==> config.mk <==
export PLATFORM = sky130hd
export DESIGN_NAME = rst_seq_top
export DESIGN_NICKNAME = d
export VERILOG_FILES = /design/src/rtl/rs_pkg.sv /design/src/rtl/rs_prio.sv /design/src/rtl/rs_ctrl.sv /design/src/rtl/rs_boot.sv /design/src/rtl/rs_strap.sv /design/src/rtl/rst_seq_top.sv
export SDC_FILE = /design/constraint.sdc
export NUM_CORES = 1
export LEC_CHECK = 0
export BUFFER_PORTS_ARGS = -buffer_cell sky130_fd_sc_hd__buf_2
export CAP_MARGIN = 10
export CORE_UTILIZATION = 25
export CTS_CLUSTER_SIZE = 20
export DETAILED_ROUTE_END_ITERATION = 12
export GPL_ROUTABILITY_DRIVEN = 0
export SLEW_MARGIN = 10
export SYNTH_ARGS = -nofsm -noshare
export SYNTH_HDL_FRONTEND = slang
export SYNTH_SLANG_ARGS = --single-unit
==> constraint.sdc <==
create_clock -name clk -period 2 [get_ports clk]
set_input_delay 0.4 -clock clk [delete_from_list [all_inputs] [get_ports clk]]
set_output_delay 0.4 -clock clk [all_outputs]
set_load 0.01 [all_outputs]
==> src/rtl/rs_pkg.sv <==
package rs_pkg;

  typedef enum logic [2:0] {
    CLS_NONE = 3'd0,
    CLS_CORE = 3'd1,
    CLS_SYS  = 3'd2,
    CLS_FULL = 3'd3,
    CLS_POR  = 3'd4
  } rst_cls_e;

  typedef struct packed {
    logic emu;
    logic iso;
    logic sys;
    logic core;
  } dom_t;

  localparam logic [2:0] DEV_I2C = 3'b001;
  localparam logic [2:0] DEV_SPI = 3'b010;

  // Widest request wins.
  function automatic rst_cls_e cls_pick(input logic por, input logic full,
                                        input logic sys, input logic core);
    if (por)       return CLS_POR;
    else if (full) return CLS_FULL;
    else if (sys)  return CLS_SYS;
    else if (core) return CLS_CORE;
    else           return CLS_NONE;
  endfunction

  function automatic rst_cls_e cls_wider(input rst_cls_e a, input rst_cls_e b);
    return (a > b) ? a : b;
  endfunction

  function automatic dom_t dom_of(input rst_cls_e c);
    dom_t d;
    d.core = (c >= CLS_CORE);
    d.sys  = (c >= CLS_SYS);
    d.iso  = (c >= CLS_FULL);
    d.emu  = (c >= CLS_FULL);
    return d;
  endfunction

  // Classes that re-sample the straps and consult hibernation.
  function automatic logic cls_latches(input rst_cls_e c);
    return c >= CLS_FULL;
  endfunction

  // Classes that end in a boot (or resume) decision.
  function automatic logic cls_boots(input rst_cls_e c);
    return c >= CLS_SYS;
  endfunction

  function automatic logic dev_bypass(input logic [2:0] dev);
    return (dev == DEV_I2C) || (dev == DEV_SPI);
  endfunction

endpackage

==> src/rtl/rs_prio.sv <==
module rs_prio
  import rs_pkg::*;
(
  input  logic     por_req,
  input  logic     full_req,
  input  logic     sys_req,
  input  logic     core_req,
  output rst_cls_e in_cls,
  output logic     req_any
);
  always_comb begin
    in_cls  = cls_pick(por_req, full_req, sys_req, core_req);
    req_any = (in_cls != CLS_NONE);
  end
endmodule

==> src/rtl/rs_ctrl.sv <==
module rs_ctrl
  import rs_pkg::*;
#(
  parameter int CNT_W = 16
) (
  input  logic             clk,
  input  logic             por_req,
  input  rst_cls_e         in_cls,
  input  logic             req_any,
  input  logic [CNT_W-1:0] hold_cycles,
  output dom_t             dom,
  output logic             rel_evt,
  output rst_cls_e         rel_cls
);
  logic             busy_q;
  rst_cls_e         cls_q;
  logic [CNT_W-1:0] cnt_q;
  logic             cnt_zero;

  assign cnt_zero = (cnt_q == '0);

  always_ff @(posedge clk) begin
    if (por_req) begin
      busy_q <= 1'b1;
      cls_q  <= CLS_POR;
      cnt_q  <= hold_cycles;
    end else if (req_any) begin
      busy_q <= 1'b1;
      cnt_q  <= hold_cycles;
      cls_q  <= busy_q ? cls_wider(cls_q, in_cls) : in_cls;
    end else if (busy_q) begin
      if (cnt_zero) busy_q <= 1'b0;
      else          cnt_q  <= cnt_q - 1'b1;
    end
  end

  always_comb begin
    dom     = busy_q ? dom_of(cls_q) : '0;
    rel_evt = busy_q && !req_any && cnt_zero;
    rel_cls = cls_q;
  end
endmodule

==> src/rtl/rs_boot.sv <==
module rs_boot
  import rs_pkg::*;
#(
  parameter int ADDR_W = 32
) (
  input  logic              clk,
  input  logic              por_req,
  input  logic              rel_evt,
  input  rst_cls_e          rel_cls,
  input  logic              hib_flag,
  input  logic [ADDR_W-1:0] resume_addr,
  output logic              boot_start,
  output logic              resume_go,
  output logic [ADDR_W-1:0] resume_pc
);
  logic wide, take_resume, take_boot;

  always_comb begin
    wide        = cls_latches(rel_cls);
    take_resume = rel_evt && wide && hib_flag;
    take_boot   = rel_evt && cls_boots(rel_cls) && !(wide && hib_flag);
  end

  always_ff @(posedge clk) begin
    if (por_req) begin
      boot_start <= 1'b0;
      resume_go  <= 1'b0;
      resume_pc  <= '0;
    end else begin
      boot_start <= take_boot;
      resume_go  <= take_resume;
      if (take_resume) resume_pc <= resume_addr;
    end
  end
endmodule

==> src/rtl/rs_strap.sv <==
module rs_strap
  import rs_pkg::*;
#(
  parameter int STRAP_W = 13,
  parameter int SYNC_N  = 2
) (
  input  logic               clk,
  input  logic               por_req,
  input  logic [STRAP_W-1:0] strap_pins,
  input  logic               cap_evt,
  output logic [STRAP_W-1:0] strap_word,
  output logic [2:0]         boot_dev,
  output logic [6:0]         boot_cfg,
  output logic [STRAP_W-11:0] pll_mult,
  output logic [STRAP_W-11:0] ext_cfg,
  output logic               pll_bypass
);
  localparam int DEV_LO = 0;
  localparam int CFG_LO = 3;
  localparam int TOP_LO = 10;
  localparam int TOP_W  = STRAP_W - TOP_LO;

  logic [STRAP_W-1:0] sync_q [SYNC_N];

  genvar g;
  generate
    for (g = 0; g < SYNC_N; g++) begin : g_sync
      if (g == 0) begin : g_first
        always_ff @(posedge clk) sync_q[g] <= strap_pins;
      end else begin : g_next
        always_ff @(posedge clk) sync_q[g] <= sync_q[g-1];
      end
    end
  endgenerate

  always_ff @(posedge clk) begin
    if (por_req)      strap_word <= '0;
    else if (cap_evt) strap_word <= sync_q[SYNC_N-1];
  end

  logic [TOP_W-1:0] top_f;
  always_comb begin
    boot_dev   = strap_word[DEV_LO +: 3];
    boot_cfg   = strap_word[CFG_LO +: 7];
    top_f      = strap_word[TOP_LO +: TOP_W];
    pll_bypass = dev_bypass(boot_dev);
    pll_mult   = pll_bypass ? '0 : top_f;
    ext_cfg    = pll_bypass ? top_f : '0;
  end
endmodule

==> src/rtl/rst_seq_top.sv <==
module rst_seq_top
  import rs_pkg::*;
#(
  parameter int CNT_W   = 16,
  parameter int STRAP_W = 13,
  parameter int ADDR_W  = 32
) (
  input  logic               clk,
  input  logic               por_req,
  input  logic               full_req,
  input  logic               sys_req,
  input  logic               core_req,
  input  logic [CNT_W-1:0]   hold_cycles,
  input  logic [STRAP_W-1:0] strap_pins,
  input  logic               hib_flag,
  input  logic [ADDR_W-1:0]  resume_addr,
  output logic               emu_rst,
  output logic               iso_rst,
  output logic               sys_rst,
  output logic               core_rst,
  output logic               boot_start,
  output logic               resume_go,
  output logic [ADDR_W-1:0]  resume_pc,
  output logic [STRAP_W-1:0] strap_word,
  output logic [2:0]         boot_dev,
  output logic [6:0]         boot_cfg,
  output logic [STRAP_W-11:0] pll_mult,
  output logic [STRAP_W-11:0] ext_cfg,
  output logic               pll_bypass
);
  rst_cls_e in_cls, rel_cls;
  logic     req_any, rel_evt, cap_evt;
  dom_t     dom;

  rs_prio u_prio (
    .por_req(por_req), .full_req(full_req), .sys_req(sys_req),
    .core_req(core_req), .in_cls(in_cls), .req_any(req_any)
  );

  rs_ctrl #(.CNT_W(CNT_W)) u_ctrl (
    .clk(clk), .por_req(por_req), .in_cls(in_cls), .req_any(req_any),
    .hold_cycles(hold_cycles), .dom(dom), .rel_evt(rel_evt), .rel_cls(rel_cls)
  );

  assign cap_evt = rel_evt && cls_latches(rel_cls);

  rs_strap #(.STRAP_W(STRAP_W)) u_strap (
    .clk(clk), .por_req(por_req), .strap_pins(strap_pins), .cap_evt(cap_evt),
    .strap_word(strap_word), .boot_dev(boot_dev), .boot_cfg(boot_cfg),
    .pll_mult(pll_mult), .ext_cfg(ext_cfg), .pll_bypass(pll_bypass)
  );

  rs_boot #(.ADDR_W(ADDR_W)) u_boot (
    .clk(clk), .por_req(por_req), .rel_evt(rel_evt), .rel_cls(rel_cls),
    .hib_flag(hib_flag), .resume_addr(resume_addr),
    .boot_start(boot_start), .resume_go(resume_go), .resume_pc(resume_pc)
  );

  assign emu_rst  = dom.emu;
  assign iso_rst  = dom.iso;
  assign sys_rst  = dom.sys;
  assign core_rst = dom.core;
endmodule

==> summary.txt, run 1 <==
Die
  • Ports: 135
  • Die extent in x: 120 um
  • Floorplan Core Area: 13,400 sq um
  • Row Count: 42
  • Die Y-Extent: 120 um
  • Initial core utilization: 0.258
  • Die ar.: 14,300 sq um

STA
  • Clk_skew: 0.0122 ns
  • Minimum hold slack: 0.148 ns
  • Endpoints failing setup: 0
  • Final WS setup: 0.0771 ns
  • Max-slew violation count: 0
  • Period minus WS final: 1.92 ns
  • Final TNS setup: 0 ns
  • Worst slew pin tran: 0.514 ns
  • Max Fclk: 0.520 GHz
  • Unrepaired setup endpoints after global routing: true
  • Worst slew margin: 0.657
  • Count of final hold-check violations: 0
  • Period utilization: 0.961

Logic synthesis
  • Mux contribution to synthesized area: 0.00325
  • Syn Area/Cell: 9.26 sq um
  • Synth unique cells: 32
  • Yosys warnings: 0
  • Register bit total from synthesis: 93
  • Post-Synth Simple-Gate Area: 0.197
  • Seq/Total Area, Yosys: 0.584
  • Synthesized area: 3460 sq um
  • Synth Area in Compound Gates: 0.112
  • XOR/XNOR Fraction of Synth Area: 0.0329
  • Syn nets: 445
  • Gate Count Post-Synth: 374
  • Post-Synth Adder-Cell Area: 0.0145
  • Main combinational cell family by area after synthesis: simple AND/OR/NAND/NOR gates

Layout
  • Fill cell count: 1,402
  • Synth-to-layout area growth: 38.1%
  • # nets final: 587
  • Footprint of the multi-input gates: 1290 sq um
  • Commonest non-fill, non-tap cell in the layout: buf_2
  • Number of diodes: 0
  • Most frequent cells in the layout: 134 x buf_2, 113 x nand2_1, 77 x dfxtp_1
  • Layout cell share with drive strength beyond 1: 0.357
  • Register Area: 2020 sq um

Placement
  • Port Buffers: 134
  • Final HPWL DP: 5.86 mm
  • Setup WS pre-CTS: -0.0551 ns

Clocking
  • Root buffer cell: clkbuf_16
  • Num CTS Buffers: 9
  • CTS max path bufs: 2
  • Sink Count: 93
  • Clk Latency, worst-skew pair: 0.35 ns
  • CTS tree: built
  • Clock Pin Slew Worst Setup and Hold Paths: 0.07 ns
  • H-tree lvl count: 3

GRT
  • Vias in the first global route: 2,877
  • First-pass GRT wire length: 13.5 mm
  • Initial antenna violation count: 0
  • Gr usage total: 0.121
  • Grt ovf: 0
  • Largest net degree at the start of global routing: 46

Setup path
  • WS Path Type: flop to flop
  • RR Startpoint: u_ctrl.cnt_q[12]
  • Setup slack, reg-to-reg: 0.08 ns
  • Critical Path End Type: flop
  • WP data required: 2.10 ns
  • Worst setup SP type: flop
  • R2r worst-path depth: 5
  • CP Max Fanout: 3
  • Worst Path Arrival: 2.02 ns
  • Worst R2R End: u_ctrl.cnt_q[15]

Outcome
  • Outcome: finished clean

Power and ir drop
  • PD cells: 844 nW/um^2
  • Max VDD drop: 525 uV
  • Power Total: 4.03 mW
  • Pleak: 2.09 nW

Route
  • First-pass DRT Iterations: 5
  • DRT antenna net count: 0
  • Vias/cell: 4.23
  • Routed len/inst: 12.2 um
  • Remaining DRCs: 0
  • Vias: 2,949
  • Post-Route WL: 8.51 mm
  • 1st-iter DRT viols: 110

Worst hold path
  • Tightest Hold Check Type: input port to flop
  • Hold Path Cell Cnt: 1
  • Hold Startpoint: strap_pins[4]
  • Min-Delay Endpoint: u_strap.sync_q[0][4]

Job
  • Max-cap viol count: 0
-- layer usage --
layer	share of wire	track usage	up-vias
met3	0.072	0.0566	8
met4	0.0099	0.0344	0
met5	0	0	-
met2	0.45	0.188	99
met1	0.47	0.149	1324
li1	-	-	1518
-- synth_stat cells --
cell type / count / area, sq um
nand2_1: 113 / 424
and3_1: 3 / 18.8
or4_4: 1 / 11.3
a21oi_1: 48 / 240
a31oi_1: 1 / 6.26
o31ai_1: 1 / 7.51
nor3_1: 5 / 25.0
and2_1: 3 / 18.8
nor2b_1: 6 / 37.5
clkbuf_1: 12 / 45.0
mux2_2: 1 / 11.3
o32ai_1: 1 / 8.76
o21ai_0: 20 / 100
o21a_1: 1 / 7.51
or4_1: 1 / 7.51
buf_6: 3 / 33.8
ha_1: 4 / 50.1
nor4_4: 1 / 21.3
nor4_2: 1 / 12.5
buf_4: 12 / 90.1
nand4_1: 2 / 12.5
nor4_1: 3 / 18.8
dfxtp_1: 77 / 1540
edfxtp_1: 16 / 480
o31a_1: 2 / 17.5
xnor2_1: 11 / 96.3
inv_1: 7 / 26.3
xor2_1: 2 / 17.5
nor3b_1: 1 / 7.51
nand3_1: 5 / 25.0
nor2_1: 9 / 33.8
and4_1: 1 / 8.76
-- how the worst max path moves through the flow --
stage | startpoint | to | slack (ns) | cells after the start
detailed placement | sys_req | u_ctrl.rel_cls[0] | -0.06 | 8
finish | u_ctrl.cnt_q[12] | u_ctrl.cnt_q[15] | 0.08 | 5
global placement | sys_req | u_ctrl.rel_cls[0] | 0.003 | 8
floorplan | u_ctrl.cnt_q[0] | u_ctrl.cnt_q[0] | 0.03 | 6
CTS | u_ctrl.cnt_q[8] | u_ctrl.cnt_q[13] | 0.008 | 5
global route | u_ctrl.cnt_q[1] | u_boot.resume_pc[22] | -0.01 | 9
-- per-stage QoR --
stage,util,instance area (sq um),instances
detailed placement,0.327,4380,676
global placement,0.327,4380,676
floorplan,-,3470,374
finish,0.357,4780,697
CTS,0.350,4690,692
global route,0.357,4780,697
-- registers in the layout, indices dropped and copies added (netlist names) --
signal	cells
u_ctrl.cnt_q	16
u_ctrl.rel_cls	3
u_strap.sync_q	26
u_boot.resume_go	1
u_boot.resume_pc	32
u_ctrl.busy_q	1
u_boot.boot_start	1
u_strap.strap_word	13
-- what timing repair did --
action                     4_1_cts  5_1_grt
gates cloned                     0        1
hold buffers                     0        0
setup endpoints to repair       30       61
gates resized for setup          1       10
setup buffers                    0        4
-- cells by family (layout without fill, tap and decap cells) --
group / after synthesis / in the layout
AND/OR/NAND/NOR: 155 / 155
flip-flops: 93 / 93
AO/OA/AOI/OAI: 74 / 74
buffers and inverters: 34 / 181
XOR/XNOR: 13 / 13
adder cells (fa/ha/maj): 4 / 4
multiplexers: 1 / 1
-- final cells by class --
class                   instances  area share
clock buffers                  11      0.0531
clock inverters                 5     0.00994
inverters                       7     0.00549
multi-input cells             247       0.270
flip-flops and latches         93       0.423
well taps                     176      0.0460
repair buffers                158       0.193
-- report_power, final --
group	switching, mW	internal (mW)	total (mW)
sequential	0.0532	1.97	2.02
combinational	0.150	0.159	0.309
clock	0.759	0.943	1.70
total	0.962	3.07	4.03
-- worst max-delay path, stage by stage (launching register included) --
cell and delay (ns):
edfxtp_1 0.46, buf_4 0.18, or4_1 0.55, nor3_1 0.24, xnor2_1 0.16, o21ai_0 0.09
Power figures use the tool's default switching activity.
==> run 2: changes to the inputs <==
--- a/config.mk
+++ b/config.mk
@@ -7,10 +7,15 @@
 export LEC_CHECK = 0
 export BUFFER_PORTS_ARGS = -buffer_cell sky130_fd_sc_hd__buf_2
 export CAP_MARGIN = 10
+export CELL_PAD_IN_SITES_DETAIL_PLACEMENT = 1
+export CELL_PAD_IN_SITES_GLOBAL_PLACEMENT = 2
+export CORE_MARGIN = 2
 export CORE_UTILIZATION = 25
 export CTS_CLUSTER_SIZE = 20
 export DETAILED_ROUTE_END_ITERATION = 12
 export GPL_ROUTABILITY_DRIVEN = 0
+export PLACE_DENSITY_LB_ADDON = 0.1
+export SETUP_SLACK_MARGIN = 0.5
 export SLEW_MARGIN = 10
 export SYNTH_ARGS = -nofsm -noshare
 export SYNTH_HDL_FRONTEND = slang
==> run 2 against run 1 <==
Clock skew is 0.0058 ns lower. Die area is 3.4% higher. Setup slack worse by 0.066 ns. Register-to-register slack worse by 0.07 ns. Utilization is 2.7 points higher. First-iteration DRC count is 15% higher. Clock power is 9% higher. Critical endpoint is now u_boot.resume_pc[30]. Highest routed layer unchanged.
==> summary.txt, run 2 (synthesized netlist as in run 1, its figures left out) <==
Outcome
  • Outcome: finished clean

Die
  • Die extent in x: 122 um (+1.7%)
  • Ports: 135 (unchanged)
  • Initial core utilization: 0.252 (-0.00601)
  • Floorplan Core Area: 13,700 sq um (+2.4%)
  • Die Y-Extent: 122 um (+1.7%)
  • Die ar.: 14,800 sq um (+3.4%)
  • Row Count: 43 (+2.4%)

Setup path
  • Critical Path End Type: flop
  • Worst path slowest cell: edfxtp_1
  • WP data required: 2.20 ns (+0.10 ns)
  • Worst Path Arrival: 2.19 ns (+0.17 ns)
  • CP Max Fanout: 8 (+5)
  • Worst setup SP type: flop
  • Crit path cell chain: inv_1 > ha_2 > nor3b_4 > buf_4 > and3_4 > nand4_1 > buf_6 > clkbuf_16 > nand2_1 > a21oi_1
  • Crit-path max cell delay: 0.42 ns (-0.13 ns)
  • WS Path Type: flop to flop

Power and ir drop
  • Max VDD drop: 319 uV (-39%)
  • PD cells: 823 nW/um^2 (-2.5%)
  • Pleak: 2.28 nW (+8.8%)
  • Power Total: 4.33 mW (+7.4%)

Clocking
  • H-tree lvl count: 3 (unchanged)
  • Clock Pin Slew Worst Setup and Hold Paths: 0.07 ns (about the same)
  • Sink Count: 93 (unchanged)
  • Num CTS Buffers: 9 (unchanged)
  • Clk Latency, worst-skew pair: 0.34 ns (about the same)
  • CTS tree: built
  • CTS Hold Bufs: 0 (unchanged)
  • CTS max path bufs: 2 (unchanged)
  • Root buffer cell: clkbuf_16

Placement
  • DP Cell Count: 672 (-0.59%)
  • Final HPWL DP: 6.48 mm (+11%)
  • Port Buffers: 134 (unchanged)
  • Setup WS pre-CTS: -0.00701 ns (+0.0481 ns)

Layout
  • Biggest regs: u_boot.resume_pc: 32 flops, u_strap.sync_q: 26 flops, u_ctrl.cnt_q: 16 flops
  • Cell Count, Final, Fillers Out: 713 (+2.3%)
  • Top reg by flops: u_boot.resume_pc
  • Number of diodes: 0 (unchanged)
  • # nets final: 600 (+2.2%)
  • Most frequent cells in the layout: 128 x buf_2, 79 x nand2_1, 71 x dfxtp_1
  • Util after Layout: 0.384 (+0.0269)
  • Max reg flops: 32 (unchanged)
  • Synth-to-layout area growth: 52.0%
  • Layout cell share with drive strength beyond 1: 0.475 (+0.118)
  • Footprint of the multi-input gates: 1540 sq um (+19%)
  • Commonest non-fill, non-tap cell in the layout: buf_2
  • Fill cell count: 1,587 (+13%)
  • Register Area: 2040 sq um (+0.99%)

Route
  • 1st-iter DRT viols: 127 (+15%)
  • Routed len/inst: 14.3 um (+17%)
  • Vias/cell: 4.35 (+2.9%)
  • Remaining DRCs: 0 (unchanged)
  • Post-Route WL: 10.2 mm (+20%)
  • Vias: 3,105 (+5.3%)
  • DRT antenna net count: 0 (unchanged)
  • First-pass DRT Iterations: 4 (-1)

GRT
  • Largest net degree at the start of global routing: 48 (+4.3%)
  • Initial antenna violation count: 0 (unchanged)
  • Gr usage total: 0.130 (+0.00902)
  • First-pass GRT wire length: 14.8 mm (+9.5%)
  • Grt ovf: 0 (unchanged)
  • Vias in the first global route: 2,984 (+3.7%)

STA
  • Period utilization: 0.994 (+0.0329)
  • Clk_skew: 0.00636 ns (-0.00581 ns)
  • Endpoints failing setup: 0 (unchanged)
  • Final TNS setup: 0 ns (unchanged)
  • Max-slew violation count: 0 (unchanged)
  • Unrepaired setup endpoints after global routing: true
  • Worst slew margin: 0.637 (-0.0202)
  • Worst slew pin tran: 0.544 ns (+0.0302 ns)
  • Period minus WS final: 1.99 ns (+0.0657 ns)
  • Final WS setup: 0.0114 ns (-0.0657 ns)
  • Max Fclk: 0.503 GHz (-3.3%)
  • Count of final hold-check violations: 0 (unchanged)

Job
  • Max-cap viol count: 0 (unchanged)

Worst hold path
  • Tightest Hold Check Type: input port to flop
## run 2: cell count changes in the layout (fill, tap and decap cells not counted), sizes merged
| cell | change |
|---|---|
| and3 | +1 |
| buf | +8 |
| bufinv | +2 |
| clkbuf | +2 |
| clkinv | -1 |
| clkinvlp | -1 |
| nand3 | +1 |
## run 2: final timing paths
path                        startpoint                    to  slack (ns)  depth (start not counted)
setup / recovery       u_ctrl.cnt_q[1]  u_boot.resume_pc[30]        0.01                         10
hold reg to reg   u_strap.sync_q[0][8]  u_strap.sync_q[1][8]        0.33                          0
setup reg to reg       u_ctrl.cnt_q[1]  u_boot.resume_pc[30]        0.01                         10
hold / removal           strap_pins[1]  u_strap.sync_q[0][1]        0.16                          1
## run 2: routing by layer
metal / track usage / part of all wire / vias up
met3: 0.0267 / 0.044 / 11
met5: 0 / 0 / -
met4: 0.0582 / 0.017 / 0
met1: 0.160 / 0.47 / 1463
li1: - / - / 1548
met2: 0.221 / 0.47 / 83
## run 2: area by class of cell
type                            instances  share of cell area
Timing Repair Buffer                  169               0.211
Clock buffer                           10              0.0454
Inverter                                7             0.00547
Clock inverter                          5              0.0154
Sequential cell                        93               0.388
Tap cell                              180              0.0428
Multi-Input combinational cell        249               0.293
## run 2: timing repair
action	CTS	global route
pin swaps	26	10
gates cloned	2	5
setup endpoints to repair	88	90
setup buffers	12	7
resized for setup	44	38
## run 2: per-stage QoR
| step | hold WS [ns] | area, sq um |
|---|---|---|
| finish | 0.156 | 5270 |
| floorplan | 0.310 | 3580 |
| CTS | 0.140 | 4970 |
| detailed placement | 0.313 | 4390 |
| global placement | 0.311 | 4390 |
| global route | 0.142 | 5270 |
## run 2: power breakdown
| group | internal, mW | switching, mW | leakage [nW] |
|---|---|---|---|
| clock network | 1.13 | 0.727 | 0.160 |
| logic | 0.242 | 0.195 | 1.31 |
| registers | 1.98 | 0.0638 | 0.804 |
## run 2: critical path, delay by kind of cell (launching register included)
kind	cells	cell delay (ns)
AOI/OAI and AO/OA	1	0.05
and+or+nand+nor	4	0.64
DFF	1	0.42
buffers and inverters	4	0.56
adders and majority gates	1	0.18
